`config.mk`:
```
export PLATFORM = sky130hd
export DESIGN_NAME = eeprom_cmd_csr
export DESIGN_NICKNAME = d
export VERILOG_FILES = /design/src/rtl/ee_csr_pkg.sv /design/src/rtl/ee_cmd_decode.sv /design/src/rtl/ee_cmd_seq.sv /design/src/rtl/ee_flag_reg.sv /design/src/rtl/eeprom_cmd_csr.sv
export SDC_FILE = /design/constraint.sdc
export NUM_CORES = 1
export LEC_CHECK = 0
export ABC_AREA = 1
export BUFFER_PORTS_ARGS = -buffer_cell sky130_fd_sc_hd__buf_2
export CAP_MARGIN = 30
export CORE_MARGIN = 4
export CORE_UTILIZATION = 33
export CTS_BUF_LIST = sky130_fd_sc_hd__clkbuf_8
export DETAILED_ROUTE_END_ITERATION = 10
export PLACE_DENSITY_LB_ADDON = 0.12
export SLEW_MARGIN = 10
export SYNTH_ARGS = -nofsm -noshare
export SYNTH_HDL_FRONTEND = slang
export SYNTH_SLANG_ARGS = --single-unit
```
`constraint.sdc`:
```
create_clock -name clk -period 1.3 [get_ports clk]
set_clock_uncertainty 0.15 [all_clocks]
set_input_delay 0.13 -clock clk [delete_from_list [all_inputs] [get_ports clk]]
set_output_delay 0.13 -clock clk [all_outputs]
set_load 0.03 [all_outputs]
```
`src/rtl/ee_csr_pkg.sv`:
```
package ee_csr_pkg;

   localparam int CMD_W = 3;

   typedef enum logic [CMD_W-1:0] {
      CMD_IDLE   = 3'b000,
      CMD_READ   = 3'b001,
      CMD_WRITE  = 3'b010,
      CMD_RELOAD = 3'b100
   } ee_cmd_e;

   // status word layout
   localparam int WE_BIT    = 0;
   localparam int CMD_LSB   = 1;
   localparam int BUSY_BIT  = CMD_LSB + CMD_W;
   localparam int ERR_BIT   = BUSY_BIT + 1;
   localparam int EMUL_BIT  = ERR_BIT + 1;
   localparam int BURST_BIT = EMUL_BIT + 1;
   localparam int ADDR_BIT  = BURST_BIT + 1;
   localparam int CSUM_BIT  = ADDR_BIT + 1;
   localparam int NLD_BIT   = CSUM_BIT + 1;
   localparam int USED_W    = NLD_BIT + 1;

   typedef struct packed {
      logic is_idle;
      logic is_start;
      logic is_reject;
   } cmd_class_t;

endpackage

```
`src/rtl/ee_cmd_decode.sv`:
```
module ee_cmd_decode
   import ee_csr_pkg::*;
(
   input  logic [CMD_W-1:0] code,
   input  logic             we_eff,
   output cmd_class_t       cls
);

   always_comb begin
      cls = '0;
      unique case (code)
         CMD_IDLE:             cls.is_idle   = 1'b1;
         CMD_READ, CMD_RELOAD: cls.is_start  = 1'b1;
         CMD_WRITE: begin
            cls.is_start  = we_eff;
            cls.is_reject = ~we_eff;
         end
         default:              cls.is_reject = 1'b1;
      endcase
   end

endmodule

```
`src/rtl/ee_cmd_seq.sv`:
```
module ee_cmd_seq
   import ee_csr_pkg::*;
(
   input  logic             clk,
   input  logic             rst_n,
   input  logic             issue,
   input  logic             start,
   input  logic [CMD_W-1:0] code,
   input  logic             emul,
   input  logic             eng_done,
   input  logic             emu_wr,
   input  logic [CMD_W-1:0] emu_code,
   output logic             busy,
   output logic [CMD_W-1:0] cmd_cur,
   output logic             req,
   output logic             finish,
   output logic             finish_reload
);

   logic             busy_q, req_q;
   logic [CMD_W-1:0] cmd_q;
   logic             emu_match;

   assign emu_match     = emu_wr && (emu_code == cmd_q);
   assign finish        = busy_q && (emul ? emu_match : eng_done);
   assign finish_reload = finish && (cmd_q == CMD_RELOAD);

   always_ff @(posedge clk) begin
      if (!rst_n) begin
         busy_q <= 1'b0;
         cmd_q  <= CMD_IDLE;
         req_q  <= 1'b0;
      end else begin
         req_q <= 1'b0;
         if (!busy_q) begin
            if (issue && start) begin
               busy_q <= 1'b1;
               cmd_q  <= code;
               req_q  <= ~emul;
            end
         end else if (finish) begin
            busy_q <= 1'b0;
            cmd_q  <= CMD_IDLE;
         end
      end
   end

   assign busy    = busy_q;
   assign cmd_cur = cmd_q;
   assign req     = req_q;

endmodule

```
`src/rtl/ee_flag_reg.sv`:
```
module ee_flag_reg (
   input  logic clk,
   input  logic rst_n,
   input  logic we_wr,
   input  logic we_val,
   input  logic err_set,
   input  logic err_clr,
   input  logic nld_clr,
   output logic we_q,
   output logic err_q,
   output logic nld_q
);

   always_ff @(posedge clk) begin
      if (!rst_n) begin
         we_q  <= 1'b0;
         err_q <= 1'b0;
         nld_q <= 1'b1;
      end else begin
         if (we_wr)        we_q  <= we_val;
         if (err_set)      err_q <= 1'b1;
         else if (err_clr) err_q <= 1'b0;
         if (nld_clr)      nld_q <= 1'b0;
      end
   end

endmodule

```
`src/rtl/eeprom_cmd_csr.sv`:
```
module eeprom_cmd_csr
   import ee_csr_pkg::*;
#(
   parameter int DATA_W   = 16,
   parameter bit HAS_EMUL = 1'b1
) (
   input  logic              clk,
   input  logic              rst_n,
   input  logic              loc_owns,
   input  logic              cfg_emul,
   input  logic              cfg_burst8,
   input  logic              cfg_addr2,
   input  logic              net_wr,
   input  logic [DATA_W-1:0] net_wdata,
   input  logic              loc_wr,
   input  logic [DATA_W-1:0] loc_wdata,
   output logic [DATA_W-1:0] csr_rdata,
   output logic              eng_req,
   output logic [CMD_W-1:0]  eng_cmd,
   input  logic              eng_done,
   input  logic              eng_ack_err,
   input  logic              rld_csum_err
);

   localparam int PAD_W = DATA_W - USED_W;

   if (DATA_W < USED_W) begin : g_chk_w
      $error("DATA_W too small for the status layout");
   end

   logic emul_on;
   if (HAS_EMUL) begin : g_emul
      assign emul_on = cfg_emul;
   end else begin : g_noemul
      assign emul_on = 1'b0;
   end

   // owner selection
   logic             own_wr;
   logic [CMD_W-1:0] own_code;
   assign own_wr   = loc_owns ? loc_wr : net_wr;
   assign own_code = loc_owns ? loc_wdata[CMD_LSB +: CMD_W]
                              : net_wdata[CMD_LSB +: CMD_W];

   logic we_q, we_eff, err_q, nld_q;
   assign we_eff = loc_owns | we_q;

   cmd_class_t cls;
   ee_cmd_decode u_dec (
      .code   (own_code),
      .we_eff (we_eff),
      .cls    (cls)
   );

   logic             busy, req, finish, finish_reload;
   logic [CMD_W-1:0] cmd_cur;
   logic             issue;
   assign issue = own_wr & ~busy;

   ee_cmd_seq u_seq (
      .clk           (clk),
      .rst_n         (rst_n),
      .issue         (issue),
      .start         (cls.is_start),
      .code          (own_code),
      .emul          (emul_on),
      .eng_done      (eng_done),
      .emu_wr        (loc_wr),
      .emu_code      (loc_wdata[CMD_LSB +: CMD_W]),
      .busy          (busy),
      .cmd_cur       (cmd_cur),
      .req           (req),
      .finish        (finish),
      .finish_reload (finish_reload)
   );

   logic emu_err, fin_err, err_set, err_clr, nld_clr;
   assign emu_err = emul_on & loc_wr & loc_wdata[ERR_BIT];
   assign fin_err = emul_on ? emu_err : eng_ack_err;
   assign err_set = (issue & cls.is_reject) | (finish & fin_err) | emu_err;
   assign err_clr = issue & cls.is_idle;
   assign nld_clr = finish_reload & ~fin_err;

   ee_flag_reg u_flags (
      .clk     (clk),
      .rst_n   (rst_n),
      .we_wr   (net_wr & ~loc_owns),
      .we_val  (net_wdata[WE_BIT]),
      .err_set (err_set),
      .err_clr (err_clr),
      .nld_clr (nld_clr),
      .we_q    (we_q),
      .err_q   (err_q),
      .nld_q   (nld_q)
   );

   logic [USED_W-1:0] word;
   always_comb begin
      word                      = '0;
      word[WE_BIT]              = we_eff;
      word[CMD_LSB +: CMD_W]    = cmd_cur;
      word[BUSY_BIT]            = busy;
      word[ERR_BIT]             = err_q;
      word[EMUL_BIT]            = emul_on;
      word[BURST_BIT]           = cfg_burst8;
      word[ADDR_BIT]            = cfg_addr2;
      word[CSUM_BIT]            = rld_csum_err;
      word[NLD_BIT]             = nld_q;
   end

   if (PAD_W > 0) begin : g_pad
      assign csr_rdata = {{PAD_W{1'b0}}, word};
   end else begin : g_nopad
      assign csr_rdata = word;
   end

   assign eng_req = req;
   assign eng_cmd = cmd_cur;

endmodule

```
==> results of run 1 <==
## where the power goes
| part | leakage [uW] | internal [uW] | switching, uW |
|---|---|---|---|
| Combinational | 0.000407 | 98.2 | 166 |
| Sequential | 0.0000675 | 258 | 11.3 |
| Clock | 0.0000269 | 205 | 103 |
## synth_stat cells
cell and count:
a21oi_1 1, a21oi_2 1, buf_2 1, buf_4 16, conb_1 1, dfxtp_1 8
inv_1 12, inv_2 1, nand2_1 36, nand2_2 5, nand3_1 6, nand3b_1 3
nand4_1 4, nor2_1 8, nor2_4 1, o21ai_0 2, o21ai_2 1
## placed cells by master, fill, tap and decap left out
master	netlist	routed
nand2_1	36	34
buf_2	1	27
inv_1	12	11
buf_4	16	11
nor2_1	8	6
nand2_2	5	6
nand3_1	6	6
conb_1	1	5
dfxtp_1	8	5
nand4_1	4	4
inv_2	1	3
nand3b_1	3	3
clkbuf_8	0	3
dfxtp_4	0	3
o21ai_2	1	2
nor2_2	0	2
nor2_4	1	1
a21oi_2	1	1
nand2_4	0	1
a21oi_1	1	1
o21ai_1	0	1
dlygate4sd3_1	0	1
## repair_timing
item,in CTS,in global routing
pin swaps,1,6
endpoints found under the setup margin,5,6
gates resized for setup,5,5
hold buffers,1,0
buffers inserted,0,2
endpoints found under the hold margin,1,0
## how the worst max path moves through the flow
stage	from	depth (start not counted)	endpoint	slack [ns]
6_report	u_seq.cmd_cur[1]$_SDFFE_PN0P_	10	u_flags.err_q$_SDFFE_PN0P_	0.01
5_1_grt	u_seq.cmd_cur[1]$_SDFFE_PN0P_	10	u_flags.err_q$_SDFFE_PN0P_	-0.1
4_1_cts	u_seq.cmd_cur[2]$_SDFFE_PN0P_	10	u_flags.err_q$_SDFFE_PN0P_	0.002
3_5_place_dp	u_seq.cmd_cur[1]$_SDFFE_PN0P_	9	u_flags.nld_q$_SDFFE_PN1P_	-0.09
3_3_place_gp	u_seq.cmd_cur[1]$_SDFFE_PN0P_	9	u_flags.nld_q$_SDFFE_PN1P_	-0.09
2_1_floorplan	u_seq.cmd_cur[2]$_SDFFE_PN0P_	9	u_flags.nld_q$_SDFFE_PN1P_	0.02
## metrics by stage
stage / TNS, ns / worst slack [ns] / hold WS (ns) / total power, uW / utilization
after floorplan: 0 / 0.0203 / 0.0524 / 478 / -
after global placement: -0.230 / -0.0884 / 0.110 / 520 / 0.439
after detailed placement: -0.226 / -0.0930 / 0.110 / 521 / 0.439
after CTS: 0 / 0.00182 / 0.0164 / 843 / 0.472
after global routing: -0.309 / -0.0953 / 0.0314 / 902 / 0.488
final: 0 / 0.0119 / 0.0179 / 840 / 0.488
## cell type report
class	count	area [um2]	share of cell area
tap	25	31.3	0.0356
clock inverter	1	3.75	0.00427
inverter	13	48.8	0.0555
clock buffer	3	41.3	0.0469
timing repair buffer	39	228	0.259
multi-input combinational	73	355	0.404
sequential	8	171	0.195
## per-layer routing
| layer | vias up | share of wire | routed length, um |
|---|---|---|---|
| met5 | - | 0 | 0 |
| met4 | 0 | 0 | 0 |
| met3 | 0 | 0.073 | 113 |
| met2 | 22 | 0.50 | 774 |
| met1 | 297 | 0.43 | 656 |
| li1 | 369 | - | - |
## worst register-to-register path, stage by stage, from the launching register on
cell and delay (ns):
dfxtp_4 0.35, inv_2 0.04, nand2_1 0.04, nand2_1 0.06
nor2_2 0.12, nand2_1 0.08, nand2_2 0.10, nand2_4 0.08
nor2_2 0.09, nor2_1 0.05, nor2_1 0.07
## flip-flops by register name (all words and copies together) (netlist names)
name           count
u_flags.err_q      1
u_seq.cmd_cur      3
u_seq.req          1
u_seq.busy         1
u_flags.nld_q      1
u_flags.we_q       1
## cells by family (layout without fill, tap and decap cells)
| kind of cell | count (synthesis) | in the layout |
|---|---|---|
| AO/OA/AOI/OAI | 5 | 5 |
| flip-flops | 8 | 8 |
| other | 1 | 5 |
| buffers and inverters | 30 | 56 |
| AND/OR/NAND/NOR | 63 | 63 |
==> results.json, run 1 <==
{
  "rr_worst_depth": 10,
  "h-tree-depth": 1,
  "min_to": "u_flags.nld_q$_SDFFE_PN1P_",
  "die-area_mm2": 0.00276,
  "area_delta_synth_final_pct": 34.2,
  "tritoncts": "yes",
  "drt-initial-drc-count": 10,
  "post-route-period-util": 0.991,
  "crit_slowest_cell": "dfxtp_4",
  "synthCells": 107,
  "maxCapViolCount": 0,
  "clockBufferDepth": 2,
  "routabilityCongestion": 0.776,
  "fmax_mhz": 776,
  "grt_pass1_vias": 597,
  "r2r_slack_ns": 0.01,
  "met1_usage": 0.136,
  "track_usage": 0.121,
  "crit_top_cell": "nand2_1",
  "power_density_mw_per_mm2": 955,
  "layout-drive-gt1-share": 0.438,
  "yosysTopAreaCell": "dfxtp_1",
  "viasPerCell": 4.25,
  "instances_no_fill": 162,
  "slew_viol_final": 0,
  "grt-busiest-layer": "met2",
  "reg2reg_to": "u_flags.err_q$_SDFFE_PN0P_",
  "rsz0062_at_grt": "true",
  "crit_type": "reg2reg",
  "grt_pass1_wl_um": 2390,
  "min_from": "rst_n",
  "post-route-drc-count": 0,
  "cp_top_family": "simple AND/OR/NAND/NOR gates",
  "synth_top_cells_by_area": "dfxtp_1 24%, nand2_1 21%, buf_4 18%, inv_1 6.9%, nand2_2 4.8%",
  "cp_max_fo": 5,
  "grt_overflow_total": 0,
  "synthesis.area_um2": 656,
  "crit_buf_inv": 1,
  "clockRootBuffer": "clkbuf_8",
  "finalHoldViolations": 0,
  "yosys_warnings": 0,
  "synth_compound_area_frac": 0.0496,
  "stdcell_area_um2": 880,
  "ir_drop_mv": 0.538,
  "slowest_delay_ns": 0.35,
  "yosys.area_share.xor_xnor": 0,
  "routedWlPerCell_um": 9.52,
  "io_buffers": 27,
  "met2_usage": 0.200,
  "synth_top_family_by_area": "simple AND/OR/NAND/NOR gates",
  "dp_hpwl_um": 1250,
  "finalSetupViolations": 0,
  "required_ns": 1.31,
  "crit_path_cell_trace": "inv_2, nand2_1, nand2_1, nor2_2, nand2_1, nand2_2, nand2_4, nor2_2, nor2_1, nor2_1",
  "path_clk_slew_ns": 0.05,
  "synth_top_area_share": 0.244,
  "insertion_delay_ns": 0.23,
  "whs_path_depth": 2,
  "insertedDiodeCount": 0,
  "clock_sinks": 8,
  "vias": 688,
  "initial_core_util": 0.364,
  "cts_buffers": 3,
  "status": "finished, final reports clean",
  "muxShareOfSynthArea": 0,
  "nets": 181,
  "antenna_found_initial": 0,
  "grt_max_degree": 11,
  "place_area_um2": 791,
  "cp.arrival_ns": 1.30,
  "startpoint_type": "flop",
  "fin_crit_ns": 1.29,
  "ioPinCount": 63,
  "post_synth.cell_area_avg_um2": 6.13,
  "drtAntennaViolNets": 0,
  "synth_seq_cells": 8,
  "synthAdderAreaFrac": 0,
  "die_w_um": 52.6,
  "core_area_mm2": 0.00180,
  "cp-end-kind": "flop",
  "dpl.cell_count": 155,
  "worstHoldPathType": "in2reg",
  "fillerInstances": 209,
  "seq_area_frac_synth": 0.244,
  "timing.rr.start": "u_seq.cmd_cur[1]$_SDFFE_PN0P_",
  "route.final.wire_length_um": 1540,
  "die_height_um": 52.6,
  "fp-row-count": 15,
  "ys_types": 17,
  "grt_use_met3": 0.0598,
  "detail_route.first_pass.iterations": 4,
  "synth-simple-area-share": 0.435,
  "leakagePower_uw": 0.000501
}
No activity file was read; power rests on OpenSTA's default activity.
==> run 2, diff against run 1 <==
--- a/config.mk
+++ b/config.mk
@@ -11,8 +11,10 @@
 export CORE_MARGIN = 4
 export CORE_UTILIZATION = 33
 export CTS_BUF_LIST = sky130_fd_sc_hd__clkbuf_8
+export CTS_CLUSTER_DIAMETER = 150
 export DETAILED_ROUTE_END_ITERATION = 10
 export PLACE_DENSITY_LB_ADDON = 0.12
+export REMOVE_ABC_BUFFERS = 1
 export SLEW_MARGIN = 10
 export SYNTH_ARGS = -nofsm -noshare
 export SYNTH_HDL_FRONTEND = slang
==> constraint.sdc (replaced) <==
create_clock -name clk -period 1.1 [get_ports clk]
set_clock_uncertainty 0.15 [all_clocks]
set_input_delay 0.11 -clock clk [delete_from_list [all_inputs] [get_ports clk]]
set_output_delay 0.11 -clock clk [all_outputs]
set_load 0.03 [all_outputs]
==> run 2 against run 1 <==
The flow now finishes with violations (negative setup slack). Clock power rose by 13%. Sequential share of layout area fell by 2.7 points. Critical path depth did not move. First-iteration DRC count rose by 50%. Setup slack got worse by 0.21 ns. Wire length rose by 12%. Critical path type unchanged. Critical endpoint unchanged. Largest power group is now combinational cells. Highest routed layer is now met4.
==> results.json, run 2 (synthesized netlist as in run 1, its figures left out) <==
{
  "status": "finished with violations",
  "violations": "negative setup slack",
  "clockRootBuffer": "clkbuf_8",
  "path_clk_slew_ns": 0.04,
  "ioPinCount": 63,
  "cts_buffers": 3,
  "routabilityCongestion": 0.841,
  "cp_max_fo": 5,
  "routedWlPerCell_um": 10.3,
  "place_area_um2": 817,
  "insertion_delay_ns": 0.23,
  "p_total_uw": 1050,
  "r2r_slack_ns": -0.19,
  "route.final.wire_length_um": 1730,
  "track_usage": 0.143,
  "cp.arrival_ns": 1.31,
  "pre_cts_slack_ns": -0.373,
  "fp-row-count": 15,
  "vias": 753,
  "antenna_found_initial": 0,
  "final_common_cell": "nand2_1",
  "grt_pass1_wl_um": 2830,
  "cp-end-kind": "flop",
  "slew_viol_final": 0,
  "clockBufferDepth": 2,
  "grt_pass1_vias": 690,
  "grt_overflow_total": 0,
  "h-tree-depth": 1,
  "worstHoldPathType": "in2reg",
  "rsz0062_at_grt": "true",
  "largest_reg_flops": 3,
  "core_area_mm2": 0.00180,
  "fin_ws_ns": -0.194,
  "die_w_um": 52.6,
  "post-route-period-util": 1.18,
  "ir_drop_mv": 0.667,
  "finalSetupViolations": 12,
  "initial_core_util": 0.364,
  "die-area_mm2": 0.00276,
  "nets": 188,
  "fmax_mhz": 773,
  "drtAntennaViolNets": 0,
  "grt_max_degree": 11,
  "clock_sinks": 8,
  "fin_crit_ns": 1.29,
  "viasPerCell": 4.48,
  "dp_hpwl_um": 1360,
  "post-route-drc-count": 0,
  "leakagePower_uw": 0.000541,
  "drt-initial-drc-count": 15,
  "insertedDiodeCount": 0,
  "final_cell_mix": "33 x nand2_1, 19 x buf_2, 14 x buf_4",
  "startpoint_type": "flop",
  "stdcell_area_mm2": 0.00100,
  "detail_route.first_pass.iterations": 4,
  "area_delta_synth_final_pct": 53.1,
  "required_ns": 1.12,
  "layout-drive-gt1-share": 0.490,
  "finalHoldViolations": 0,
  "io_buffers": 27,
  "tritoncts": "yes",
  "crit_type": "reg2reg",
  "die_height_um": 52.6,
  "power_density_mw_per_mm2": 1040,
  "maxCapViolCount": 0
}
run 2: stage by stage:
stage                     hold WS (ns)   util  TNS, ns  instances
after CTS                     0.000847  0.537    -1.11        168
after global routing           0.00794  0.557    -1.95        168
after global placement          0.0702  0.453    -1.76        160
after floorplan                 0.0290      -    -3.04         94
after detailed placement        0.0702  0.453    -1.90        160
final                          0.00290  0.557    -1.26        168
run 2: power by group:
| part | switching (uW) | total, uW | internal [uW] |
|---|---|---|---|
| registers | 12.5 | 321 | 308 |
| clock network | 111 | 348 | 237 |
| logic | 214 | 376 | 162 |
| total | 338 | 1050 | 708 |
run 2: metal layers:
metal,track usage,wire length [um],vias up
li1,-,-,381
met1,0.157,676,342
met2,0.240,877,28
met3,0.0826,170,2
met4,0.0255,7,0
met5,0,0,-
run 2: timing repair:
action / in CTS / in global routing
pin swaps: 8 / 7
setup buffers: 2 / 0
hold buffers: 3 / 0
endpoints found under the setup margin: 15 / 15
endpoints found under the hold margin: 3 / 0
resized for setup: 27 / 11
run 2: cell type report:
| cell class | instances | area, um2 |
|---|---|---|
| Fill cell | 197 | 798 |
| Multi-Input combinational cell | 73 | 370 |
| Tap cell | 25 | 31.3 |
| Sequential cell | 8 | 169 |
| Clock buffer | 3 | 41.3 |
| Timing Repair Buffer | 46 | 343 |
| Inverter | 13 | 48.8 |
run 2: path summary, 6_finish.rpt:
| kind | startpoint | end | cells after the start |
|---|---|---|---|
| max reg2reg | u_seq.cmd_cur[0]$_SDFFE_PN0P_ | u_flags.err_q$_SDFFE_PN0P_ | 10 |
| max | u_seq.cmd_cur[0]$_SDFFE_PN0P_ | u_flags.err_q$_SDFFE_PN0P_ | 10 |
| min reg2reg | u_flags.nld_q$_SDFFE_PN1P_ | u_flags.nld_q$_SDFFE_PN1P_ | 2 |
| min | net_wr | u_flags.we_q$_SDFFE_PN0P_ | 3 |
run 2: worst max-delay path: stages (launching register included):
cell,delay [ns]
dfxtp_4,0.35
inv_2,0.04
nand2_2,0.04
nand2_1,0.04
nor2_1,0.13
nand2_1,0.10
nand2_2,0.10
nand2_4,0.08
nor2_1,0.09
nor2_1,0.05
nor2_1,0.07
==> run 3, diff against run 2 <==
--- a/config.mk
+++ b/config.mk
@@ -15,7 +15,6 @@
 export DETAILED_ROUTE_END_ITERATION = 10
 export PLACE_DENSITY_LB_ADDON = 0.12
 export REMOVE_ABC_BUFFERS = 1
-export SLEW_MARGIN = 10
 export SYNTH_ARGS = -nofsm -noshare
 export SYNTH_HDL_FRONTEND = slang
 export SYNTH_SLANG_ARGS = --single-unit
==> constraint.sdc (replaced) <==
create_clock -name clk -period 1.3 [get_ports clk]
set_clock_uncertainty 0.15 [all_clocks]
set_input_delay 0.13 -clock clk [delete_from_list [all_inputs] [get_ports clk]]
set_output_delay 0.13 -clock clk [all_outputs]
set_load 0.03 [all_outputs]
==> run 3 against run 2 <==
The flow now finishes without violations. Worst hold slack better by 0.015 ns. Cell area down 12%. Largest power group is now clock. First-iteration DRC count down 73%.
==> results.json, run 3 (synthesized netlist as in run 1, its figures left out) <==
{
  "fmax_mhz": 778,
  "final_common_cell": "nand2_1",
  "grt_overflow_total": 0,
  "die_height_um": 52.6,
  "drt-initial-drc-count": 4,
  "insertedDiodeCount": 0,
  "leakagePower_uw": 0.000505,
  "maxCapViolCount": 0,
  "track_usage": 0.122,
  "io_buffers": 27,
  "status": "finished, final reports clean",
  "nets": 183,
  "tritoncts": "yes",
  "cts_buffers": 3,
  "die_w_um": 52.6,
  "fp-row-count": 15,
  "ir_drop_mv": 0.922,
  "finalSetupViolations": 0,
  "worstHoldPathType": "in2reg",
  "routedWlPerCell_um": 9.13,
  "vias": 697,
  "final_cell_mix": "34 x nand2_1, 27 x buf_2, 13 x buf_4",
  "post-route-period-util": 0.989,
  "h-tree-depth": 1,
  "insertion_delay_ns": 0.23,
  "route.final.wire_length_um": 1490,
  "startpoint_type": "flop",
  "drtAntennaViolNets": 0,
  "grt_max_degree": 11,
  "cp-end-kind": "flop",
  "finalHoldViolations": 0,
  "routabilityCongestion": 0.754,
  "clock_sinks": 8,
  "initial_core_util": 0.364,
  "power_density_mw_per_mm2": 945,
  "rsz0062_at_grt": "true",
  "grt_pass1_wl_um": 2500,
  "crit_type": "reg2reg",
  "fin_tns_setup_ns": 0,
  "fin_crit_ns": 1.29,
  "area_delta_synth_final_pct": 34.7,
  "clockBufferDepth": 2,
  "die-area_mm2": 0.00276,
  "fillerInstances": 202,
  "dp_hpwl_um": 1260,
  "holdWs_ns": 0.0184,
  "post-route-drc-count": 0,
  "r2r_slack_ns": 0.01,
  "cp_max_fo": 5,
  "detail_route.first_pass.iterations": 3,
  "clockRootBuffer": "clkbuf_8",
  "core_area_mm2": 0.00180,
  "slew_viol_final": 0,
  "layout-drive-gt1-share": 0.449,
  "cp.arrival_ns": 1.25,
  "path_clk_slew_ns": 0.04,
  "antenna_found_initial": 0,
  "largest_reg_flops": 3,
  "required_ns": 1.27,
  "viasPerCell": 4.28,
  "ioPinCount": 63,
  "grt_pass1_vias": 643
}
-- run 3: cell count changes in the layout (fill, tap and decap cells not counted), moves of 2 or more --
cell,change
inv_2,-2
dlygate4sd3_1,-2
dfxtp_1,+2
inv_1,+2
buf_2,+8
buf_6,-10
-- run 3: critical path, cell delays in order, from the launching register on --
cell     delay [ns]
dfxtp_2        0.35
inv_2          0.04
nand2_1        0.04
nand2_1        0.06
nor2_2         0.10
nand2_1        0.08
nand2_2        0.09
nand2_4        0.07
o21ai_2        0.14
nand2_1        0.05
-- run 3: final timing paths --
kind / from / to / cells after the start
setup / recovery: u_seq.cmd_cur[1]$_SDFFE_PN0P_ / u_flags.nld_q$_SDFFE_PN1P_ / 9
hold / removal: net_wdata[0] / u_flags.we_q$_SDFFE_PN0P_ / 3
setup reg to reg: u_seq.cmd_cur[1]$_SDFFE_PN0P_ / u_flags.nld_q$_SDFFE_PN1P_ / 9
hold reg to reg: u_flags.nld_q$_SDFFE_PN1P_ / u_flags.nld_q$_SDFFE_PN1P_ / 2
-- run 3: through the flow --
| stage | total power, uW | area, um2 | std cells | util | setup WS (ns) |
|---|---|---|---|---|---|
| after global routing | 889 | 883 | 163 | 0.490 | -0.0924 |
| after CTS | 840 | 866 | 162 | 0.481 | -0.00376 |
| final | 835 | 883 | 163 | 0.490 | 0.0142 |
| after global placement | 523 | 787 | 156 | 0.437 | -0.135 |
| after floorplan | 423 | 546 | 94 | - | -0.386 |
| after detailed placement | 525 | 787 | 156 | 0.437 | -0.178 |
-- run 3: repair_timing --
item	CTS	global route
setup endpoints to repair	5	5
buffers inserted	2	1
hold buffers	1	0
hold endpoints to repair	1	0
gates resized for setup	8	4
pin swaps	0	4
-- run 3: layout make-up --
type | instances | area [um2] | share of cell area
Sequential cell | 8 | 164 | 0.186
Clock buffer | 3 | 41.3 | 0.0467
Timing Repair Buffer | 41 | 243 | 0.275
Inverter | 13 | 48.8 | 0.0552
Tap cell | 25 | 31.3 | 0.0354
Multi-Input combinational cell | 73 | 355 | 0.402
-- run 3: routing by layer --
layer | vias to the layer above | GRT usage | wire, um | share of wire
met4 | 0 | 0.0128 | 0 | 0
met1 | 298 | 0.152 | 640 | 0.43
met2 | 24 | 0.190 | 688 | 0.46
met3 | 0 | 0.0655 | 161 | 0.11
met5 | - | 0 | 0 | 0
li1 | 375 | - | - | -
-- run 3: power breakdown --
part / internal [uW] / switching [uW]
Sequential: 261 / 11.0
Combinational: 101 / 164
Clock: 201 / 96.4
